===== config.mk =====
export PLATFORM = sky130hd
export DESIGN_NAME = toggle_timer
export DESIGN_NICKNAME = d
export VERILOG_FILES = /design/src/rtl/tt_pkg.sv /design/src/rtl/tt_tick.sv /design/src/rtl/tt_regs.sv /design/src/rtl/tt_core.sv /design/src/rtl/toggle_timer.sv
export SDC_FILE = /design/constraint.sdc
export NUM_CORES = 1
export LEC_CHECK = 0
export ABC_AREA = 1
export BUFFER_PORTS_ARGS = -buffer_cell sky130_fd_sc_hd__clkbuf_2
export CAP_MARGIN = 20
export CORE_AREA = 8 8 105 107
export CTS_CLUSTER_SIZE = 25
export DETAILED_ROUTE_END_ITERATION = 10
export DIE_AREA = 0 0 113 115
export PLACE_DENSITY = 0.79
export SKIP_CTS_REPAIR_TIMING = 1
export SYNTH_ARGS = -nofsm -noshare
export SYNTH_HDL_FRONTEND = slang
export SYNTH_SLANG_ARGS = --single-unit

===== constraint.sdc =====
create_clock -name clk -period 2.6 [get_ports clk]
set_clock_uncertainty 0.15 [all_clocks]
set_input_delay 0.13 -clock clk [delete_from_list [all_inputs] [get_ports clk]]
set_output_delay 0.13 -clock clk [all_outputs]
set_load 0.05 [all_outputs]

===== src/rtl/tt_pkg.sv =====
package tt_pkg;

   typedef enum logic [2:0] {
      TT_A_CTRL = 3'd0,
      TT_A_STAT = 3'd1,
      TT_A_LOAD = 3'd2,
      TT_A_CMP  = 3'd3,
      TT_A_CNT  = 3'd4
   } tt_addr_e;

   localparam logic [3:0] TT_MODE_TOGGLE = 4'b0010;
   localparam int TT_CTRL_W = 10;
   localparam int TT_B_EN   = 4;
   localparam int TT_B_INV  = 6;
   localparam int TT_B_CMPF = 0;
   localparam int TT_B_OVFF = 1;

   // Packed MSB first: oie = bit 9 ... mode = bits 3:0
   typedef struct packed {
      logic       oie;
      logic       cie;
      logic       src;
      logic       inv;
      logic       reload;
      logic       en;
      logic [3:0] mode;
   } tt_ctrl_t;

endpackage


===== src/rtl/tt_tick.sv =====
module tt_tick #(
   parameter int CLK_DIV = 2
) (
   input  logic clk,
   input  logic rst_n,
   input  logic src_ext,
   input  logic presc_tick,
   output logic tick
);
   logic div_tick;

   generate
      if (CLK_DIV == 1) begin : g_nodiv
         assign div_tick = 1'b1;
      end else begin : g_div
         localparam int DW = $clog2(CLK_DIV);
         localparam logic [DW-1:0] LAST = DW'(CLK_DIV - 1);
         logic [DW-1:0] ph_q;
         always_ff @(posedge clk or negedge rst_n) begin
            if (!rst_n)          ph_q <= '0;
            else if (ph_q == LAST) ph_q <= '0;
            else                 ph_q <= ph_q + 1'b1;
         end
         assign div_tick = (ph_q == LAST);
      end
   endgenerate

   assign tick = src_ext ? presc_tick : div_tick;
endmodule


===== src/rtl/tt_regs.sv =====
module tt_regs
   import tt_pkg::*;
#(
   parameter int CNT_W  = 24,
   parameter int DATA_W = 32
) (
   input  logic              clk,
   input  logic              rst_n,
   input  logic              bus_wr,
   input  logic [2:0]        bus_addr,
   input  logic [DATA_W-1:0] bus_wdata,
   output logic [DATA_W-1:0] bus_rdata,
   input  logic              cmp_evt,
   input  logic              ovf_evt,
   input  logic [CNT_W-1:0]  cnt_q,
   output tt_ctrl_t          ctrl_q,
   output logic [CNT_W-1:0]  load_q,
   output logic [CNT_W-1:0]  cmp_q,
   output logic              start,
   output logic              cmp_flag,
   output logic              ovf_flag
);
   tt_addr_e sel;
   logic     stat_wr;

   assign sel     = tt_addr_e'(bus_addr);
   assign stat_wr = bus_wr && (sel == TT_A_STAT);
   assign start   = bus_wr && (sel == TT_A_CTRL) && bus_wdata[TT_B_EN] && !ctrl_q.en;

   always_ff @(posedge clk or negedge rst_n) begin
      if (!rst_n) begin
         ctrl_q <= '0;
         load_q <= '0;
         cmp_q  <= '0;
      end else if (bus_wr) begin
         case (sel)
            TT_A_CTRL: ctrl_q <= tt_ctrl_t'(bus_wdata[TT_CTRL_W-1:0]);
            TT_A_LOAD: load_q <= bus_wdata[CNT_W-1:0];
            TT_A_CMP:  cmp_q  <= bus_wdata[CNT_W-1:0];
            default: ;
         endcase
      end
   end

   // Event has priority over a write-one clear in the same cycle
   always_ff @(posedge clk or negedge rst_n) begin
      if (!rst_n) begin
         cmp_flag <= 1'b0;
         ovf_flag <= 1'b0;
      end else begin
         if (cmp_evt)                                  cmp_flag <= 1'b1;
         else if (stat_wr && bus_wdata[TT_B_CMPF])     cmp_flag <= 1'b0;
         if (ovf_evt)                                  ovf_flag <= 1'b1;
         else if (stat_wr && bus_wdata[TT_B_OVFF])     ovf_flag <= 1'b0;
      end
   end

   always_comb begin
      bus_rdata = '0;
      case (sel)
         TT_A_CTRL: bus_rdata = DATA_W'(ctrl_q);
         TT_A_STAT: bus_rdata = DATA_W'({ovf_flag, cmp_flag});
         TT_A_LOAD: bus_rdata = DATA_W'(load_q);
         TT_A_CMP:  bus_rdata = DATA_W'(cmp_q);
         TT_A_CNT:  bus_rdata = DATA_W'(cnt_q);
         default:   bus_rdata = '0;
      endcase
   end
endmodule


===== src/rtl/tt_core.sv =====
module tt_core #(
   parameter int CNT_W = 24
) (
   input  logic             clk,
   input  logic             rst_n,
   input  logic             start,
   input  logic             inv_init,
   input  logic             run,
   input  logic             tick,
   input  logic             reload_mode,
   input  logic [CNT_W-1:0] load_q,
   input  logic [CNT_W-1:0] cmp_q,
   output logic [CNT_W-1:0] cnt_q,
   output logic             pin_q,
   output logic             cmp_evt,
   output logic             ovf_evt
);
   localparam logic [CNT_W-1:0] CNT_MAX = '1;

   logic             first_q;
   logic             rel_q;
   logic             take_load;
   logic             adv;
   logic [CNT_W-1:0] nxt;

   assign take_load = first_q || rel_q;
   assign adv       = run && tick && !start;
   assign nxt       = take_load ? load_q : cnt_q + 1'b1;
   assign ovf_evt   = adv && !take_load && (cnt_q == CNT_MAX);
   assign cmp_evt   = adv && (nxt == cmp_q);

   always_ff @(posedge clk or negedge rst_n) begin
      if (!rst_n) begin
         cnt_q   <= '0;
         pin_q   <= 1'b0;
         first_q <= 1'b0;
         rel_q   <= 1'b0;
      end else if (start) begin
         cnt_q   <= '0;
         pin_q   <= inv_init;
         first_q <= 1'b1;
         rel_q   <= 1'b0;
      end else if (adv) begin
         cnt_q   <= nxt;
         first_q <= 1'b0;
         rel_q   <= cmp_evt && reload_mode;
         pin_q   <= pin_q ^ cmp_evt;
      end
   end
endmodule


===== src/rtl/toggle_timer.sv =====
module toggle_timer
   import tt_pkg::*;
#(
   parameter int CNT_W   = 24,
   parameter int DATA_W  = 32,
   parameter int CLK_DIV = 2
) (
   input  logic              clk,
   input  logic              rst_n,
   input  logic              bus_wr,
   input  logic [2:0]        bus_addr,
   input  logic [DATA_W-1:0] bus_wdata,
   output logic [DATA_W-1:0] bus_rdata,
   input  logic              presc_tick,
   output logic              timer_out,
   output logic              irq_cmp,
   output logic              irq_ovf
);
   generate
      if (CNT_W < 2 || CNT_W > DATA_W) begin : g_bad_cnt
         $error("toggle_timer: CNT_W must lie in 2..DATA_W");
      end
      if (DATA_W < TT_CTRL_W) begin : g_bad_data
         $error("toggle_timer: DATA_W too narrow for control");
      end
      if (CLK_DIV < 1) begin : g_bad_div
         $error("toggle_timer: CLK_DIV must be at least 1");
      end
   endgenerate

   tt_ctrl_t         ctrl_q;
   logic [CNT_W-1:0] load_q;
   logic [CNT_W-1:0] cmp_q;
   logic [CNT_W-1:0] cnt_q;
   logic             start;
   logic             run;
   logic             tick;
   logic             cmp_evt;
   logic             ovf_evt;
   logic             cmp_flag;
   logic             ovf_flag;
   logic             inv_q;

   assign run   = ctrl_q.en && (ctrl_q.mode == TT_MODE_TOGGLE);
   assign inv_q = ctrl_q.inv;

   tt_regs #(.CNT_W(CNT_W), .DATA_W(DATA_W)) i_regs (
      .clk(clk), .rst_n(rst_n), .bus_wr(bus_wr), .bus_addr(bus_addr),
      .bus_wdata(bus_wdata), .bus_rdata(bus_rdata), .cmp_evt(cmp_evt),
      .ovf_evt(ovf_evt), .cnt_q(cnt_q), .ctrl_q(ctrl_q), .load_q(load_q),
      .cmp_q(cmp_q), .start(start), .cmp_flag(cmp_flag), .ovf_flag(ovf_flag)
   );

   tt_tick #(.CLK_DIV(CLK_DIV)) i_tick (
      .clk(clk), .rst_n(rst_n), .src_ext(ctrl_q.src),
      .presc_tick(presc_tick), .tick(tick)
   );

   tt_core #(.CNT_W(CNT_W)) i_core (
      .clk(clk), .rst_n(rst_n), .start(start), .inv_init(bus_wdata[TT_B_INV]),
      .run(run), .tick(tick), .reload_mode(ctrl_q.reload), .load_q(load_q),
      .cmp_q(cmp_q), .cnt_q(cnt_q), .pin_q(timer_out), .cmp_evt(cmp_evt),
      .ovf_evt(ovf_evt)
   );

   assign irq_cmp = cmp_flag && ctrl_q.cie;
   assign irq_ovf = ovf_flag && ctrl_q.oie;
endmodule


Word-level counts from Yosys, hierarchy flattened:

Cells that the tools add are included.

* equal/unequal tests: 7
* bitwise logic cells: 1
* add/sub/neg operators: 2
* reduce and logical (&&, ||, !) cells: 26
* mux-type cells: 16

Operators with widths (count)
* $pmux 24 s5: 1
* $mux 24: 3
* $add 24x1->24 const B: 1
* $eq 24x24->1: 1
* $eq 24x24->1 const B: 1
* $logic_and 1x1->1: 15
* $mux 1: 12
* $eq 3x2->1 const B: 2
* $reduce_and 2->1: 3
* $reduce_bool 2->1: 3
* $eq 4x2->1 const B: 1
* $eq 3x1->1 const B: 1
* $eq 3x3->1 const B: 1
* $logic_not 1->1: 3
* $logic_not 3->1: 1
* $add 1x1->1 const B: 1
* $logic_or 1x1->1: 1
* $xor 1x1->1: 1

* output and inout bits: 35
* flip-flop bits (word level): 88
* word-level logic and storage cells: 68
* input bits: 39

Longest topological paths before layout:

* depth in word-level cells: 10
* depth in mapped cells: 18
* depth with buffers taken out: 18

Hierarchy:

From an unflattened synthesis, not the netlist that was laid out.

* cells, all modules: 868
* area total of the unflattened synthesis: 5739.3 µm²

Modules (own cells, without submodules)
* tt_regs: instances 1, area each 2992.9 µm², cells each 403, seq. area each 1501.4 µm²
* tt_core: instances 1, area each 2656.3 µm², cells each 449, seq. area each 675.6 µm²
* toggle_timer: instances 1, area each 46.3 µm², cells each 10, seq. area each 0.0 µm²
* tt_tick: instances 1, area each 43.8 µm², cells each 6, seq. area each 25.0 µm²

Least setup slack after synthesis:

Ideal clock, no wire load.

* path kind: input-to-output
* start: input port bus_addr[0]
* end: output port bus_rdata[0]
* stages on the path: 4
* required time: 2.320 ns
* path slack: 0.206 ns
* arrival time: 2.114 ns
* path buffers: 0
* path through: inv_1 > nor3_1 > clkinv_1 > o21ai_0

* cells in the longest elaborated chain, start to end: 2
* elaborated cells on any way between the ends: 6
* those cells by class: eq/ne: 4; mux: 1; reduce/logical: 1

RTL lines
* start: declaration: RTL line toggle_timer.sv:11 `input logic [2:0] bus_addr,`
* $eq 3x3->1 (tied with other cells): RTL line tt_regs.sv:60 `case (sel)`
* $pmux 24 s5 *: RTL line tt_regs.sv:60
* end: declaration: RTL line toggle_timer.sv:13 `output logic [DATA_W-1:0] bus_rdata,`

Mark *: on every way between the ends. The rest lies on a longest branch, timed or not.

Worst setup path in the final report:

* start: register i_core.cnt_q[1]
* end: register i_core.pin_q

* cells in the longest elaborated chain, start to end: 7

RTL lines
* start: declaration: RTL line tt_core.sv:13 `output logic [CNT_W-1:0] cnt_q,`
* start signal: assignment: RTL line tt_core.sv:44 `cnt_q <= nxt;`
* $add 24x1->24: RTL line tt_core.sv:28 `assign nxt = take_load ? load_q : cnt_q + 1'b1;`
* $mux 24: RTL line tt_core.sv:28
* $eq 24x24->1: RTL line tt_core.sv:30 `assign cmp_evt = adv && (nxt == cmp_q);`
* $logic_and 1x1->1: RTL line tt_core.sv:30
* $xor 1x1->1: RTL line tt_core.sv:47 `pin_q <= pin_q ^ cmp_evt;`
* $mux 1: RTL line tt_core.sv:43 `end else if (adv) begin`
* $mux 1: RTL line tt_core.sv:38 `end else if (start) begin`
* end signal: assignment: RTL line tt_core.sv:40 `pin_q <= inv_init;`
* end signal: assignment: RTL line tt_core.sv:47
* end: declaration: RTL line tt_core.sv:14 `output logic pin_q,`

Every way passes these cells. The select of a mux whose other input is x is not followed.
A chain may end at the register's enable or synchronous reset.

==> metrics list <==
* Total inserted antenna cells: 0
* Reported net switching power: 0.002562 W
* Int Pwr: 0.003023 W
- The count of buffers added on input and output ports is 57.
- Entering global routing, the biggest net connects 51 pins.
- After legalization and detailed placement, the total HPWL measured 11.38 mm.
- Average instance area after synthesis: 7.015 sq um
- Number of placement rows: 36
- The floorplan step defined a die boundary enclosing 13000 sq um.
- Largest buffer count on any clock path: 2
- Power, Total: 0.005585 W
- Final worst-path cycle share: 94.07%
- In this run the worst setup path begins at i_core.cnt_q[1].
- Routed wire length: 15.99 mm
* Run status: finished, violations left
- Insertion delay to the later sink of the worst-skew pair: 0.37 ns
- The clock network is responsible for 18.3% of the overall power.
* Vias: 5453
- Data on the critical path is required at its endpoint by 2.75 ns.
- Die height: 115 um
- At the worst endpoint, the arrival time is 2.60 ns.
* Detail-routed net length per standard cell: 16.84 um
- Leakage power total: 3.146 nW
* Post-synth design cell area: 5240 sq um
* Weighted congestion at the end of routability-driven global placement: 0.9521
- Detailed Routing Iterations Pass 1: 6
* Kind of end point of the critical path: flop
* Slew at the pin closest to its max-slew limit: 0.6333 ns
* Initial Utilization: 55.40%
- Fmax: 408.9 MHz
- Cells with a size suffix above 1 make up 14.13% of the layout.
* Core outline area: 9459 sq um
- Clock sink count: 88
* Worst slack on hold paths: -0.01533 ns
* Wire length of the first global-routing pass: 25.36 mm
- Most area-consuming cells after synthesis: sky130_fd_sc_hd__dfrtp_1, sky130_fd_sc_hd__nand2_1, sky130_fd_sc_hd__inv_1, sky130_fd_sc_hd__o21ai_0, sky130_fd_sc_hd__nand3_1
- CTS tree: done
- Min-delay src: bus_wr
- Combinational share of power: 44.2%
- Across every metal layer, demand over resource in global routing totals 24.58%.
* Final-report setup violation count: 0
- Counting I/O delays and the setup requirement, the final critical path takes 2.446 ns.
- In this run the tightest slew margin relative to its limit is 57.73%.
- Number of global-route vias before repair: 5078
* Layout Cells excl Fill: 949
* Final-stage net count: 870
- The critical path in this run is classified as reg2reg.
- 74 I/O pins were placed.
- The number of antenna violations at the first check in global routing was 0.
- In this run the power density over the cells is 906.0 nW/um^2.
* Fill cell total of the finished layout: 820
* Chip Width: 113 um
- Top cell type by total area after synthesis: sky130_fd_sc_hd__dfrtp_1
* Congestion Overflow GR: 0
- The Yosys step of the flow raised 0 warnings.
* Number of instances in the synthesized netlist: 747
- CTS Root Cell: sky130_fd_sc_hd__clkbuf_8
* Switching power as a share of total power: 45.87%
- Post-route setup TNS: 0 ns
- The count of nets left with antenna violations once routing finished came out at 0.
* Sequential share of power: 37.5%
- Synth unique cells: 32
* Fin. max-slew vios: 0
- Of the synthesized area, sequential elements account for 42.02%.
* Number of H-tree levels: 3
- STA classifies the critical path startpoint as a flop.
- Hold Violations, Final: 1
- Placed cell count: 906
- Remaining DRCs: 0
- The worst hold path belongs to the class in2reg.
- TritonCTS created 9 clock buffers.
- Across the run, the number of max-cap violations was 0.
- Yosys top cell area share: 42.02%
* Area growth from synthesis to final layout: 17.65%
- Register clock-pin slew on the reported worst setup and hold paths: 0.10 ns
* Min setup slack post-route: 0.1543 ns
- The detailed router finished its first iteration with 634 violations.
* Peak ir drop on the vdd network: 0.0004809 V
- RR Startpoint: i_core.cnt_q[1]
* Violated checks: negative hold slack
- Of all nets on the critical path, the largest fanout is 5.
* Minimum setup slack after placement: 0.1989 ns
- Via density per instance: 5.746
- After synthesis the netlist holds a flip-flop and latch count of 88.
[layout make-up]
class / count / area (sq um) / area share [%]
well taps: 114 / 142.6 / 2.314
clock buffers: 10 / 137.6 / 2.233
clock inverters: 6 / 75.07 / 1.218
flip-flops and latches: 88 / 2202 / 35.72
repair buffers: 98 / 698.2 / 11.33
inverters: 114 / 427.9 / 6.941
multi-input cells: 519 / 2481 / 40.25
[critical path: stages, from the launching register on]
cell and delay, ns:
sky130_fd_sc_hd__dfrtp_1 0.41, sky130_fd_sc_hd__ha_2 0.23, sky130_fd_sc_hd__nand3_2 0.15, sky130_fd_sc_hd__inv_2 0.13
sky130_fd_sc_hd__nand3_2 0.14, sky130_fd_sc_hd__nor2_2 0.16, sky130_fd_sc_hd__nand2_1 0.07, sky130_fd_sc_hd__nand3_1 0.10
sky130_fd_sc_hd__nand2_1 0.07, sky130_fd_sc_hd__nand2_1 0.08, sky130_fd_sc_hd__nand2_1 0.05, sky130_fd_sc_hd__nor2_1 0.09
sky130_fd_sc_hd__nand2_1 0.08, sky130_fd_sc_hd__nor2_2 0.14, sky130_fd_sc_hd__nand2_1 0.13, sky130_fd_sc_hd__nand2_1 0.08
sky130_fd_sc_hd__nand3_1 0.06, sky130_fd_sc_hd__nand2_1 0.06
[worst paths after layout]
| path | endpoint | slack [ns] | cells past startpoint |
|---|---|---|---|
| setup reg to reg | i_core.pin_q | 0.15 | 17 |
| hold / removal | i_regs.cmp_flag | -0.02 | 4 |
| max in group asynchronous | i_core.cnt_q[10] | 1.48 | 3 |
| hold reg to reg | i_tick.div_tick | 0.27 | 1 |
| min in group asynchronous | i_regs.cmp_q[7] | 0.18 | 2 |
| setup / recovery | i_core.pin_q | 0.15 | 17 |
[power groups by stage]
stage / logic [W] / registers, W / clock network, W
6_report: 0.00247 / 0.00209 / 0.00102
5_1_grt: 0.00272 / 0.00213 / 0.00110
4_1_cts: 0.00236 / 0.00207 / 0.00103
3_5_place_dp: 0.00235 / 0.00209 / 0
3_3_place_gp: 0.00228 / 0.00207 / 0
2_1_floorplan: 0.00177 / 0.00200 / 0
[synth_stat cells (all sizes together)]
cell type,count
o22ai,31
nand4,2
nand2,250
clkinv,1
o21ai,77
a221o,6
nand3b,7
conb,1
xor2,3
nor2,42
buf,17
inv,113
nand3,64
ha,1
nor4,1
nor3,3
or2,5
dfrtp,88
a32o,1
o211ai,1
a221oi,2
o221ai,13
a21oi,2
clkbuf,16
[placed cells by master (no fill, tap or decap), drive strengths merged, types with 3 or more instances in the layout]
master	netlist	layout
nand2	250	250
or2	5	5
dlygate4sd3	0	25
o221ai	13	13
xor2	3	3
o21ai	77	77
conb	1	8
nand3b	7	7
o22ai	31	31
inv	113	115
clkinv	1	3
buf	17	18
clkbuf	16	65
nor2	42	42
dfrtp	88	88
a221o	6	6
nor3	3	3
nand3	64	64
[registers in the layout, indices dropped and copies added, names as in the netlist]
register         count
i_tick.div_tick      1
i_regs.ctrl_q       10
i_regs.cmp_flag      1
i_core.cnt_q        24
i_regs.cmp_q        24
i_core.first_q       1
i_core.rel_q         1
i_regs.ovf_flag      1
i_regs.load_q       24
i_core.pin_q         1
[kinds of logic (layout without fill, tap and decap cells)]
group	count (synthesis)	count (layout)	share of synthesized area [%]
and+or+nand+nor	374	374	30.56
buffers and inverters	147	228	11.37
AOI/OAI and AO/OA	133	133	15.23
DFF	88	88	42.02
xor gates and xnor gates	3	3	0.5015
adders and majority gates	1	1	0.2387
other	1	8	0.07156
[metal layers]
metal / routed length (um) / up-vias / track usage, %
met1: 6724 / 2497 / 33.94
met4: 583 / 0 / 11.19
met2: 7102 / 344 / 37.46
li1: - / 2567 / -
met5: 0 / - / 0
met3: 1576 / 45 / 3.624
[stage by stage]
step | instance area [sq um] | utilization, %
6_report | 6165 | 65.17
5_1_grt | 6165 | 65.17
4_1_cts | 5892 | 62.29
3_5_place_dp | 5679 | 60.04
3_3_place_gp | 5679 | 60.04
2_1_floorplan | 5266 | -
Power figures use the tool's default switching activity.
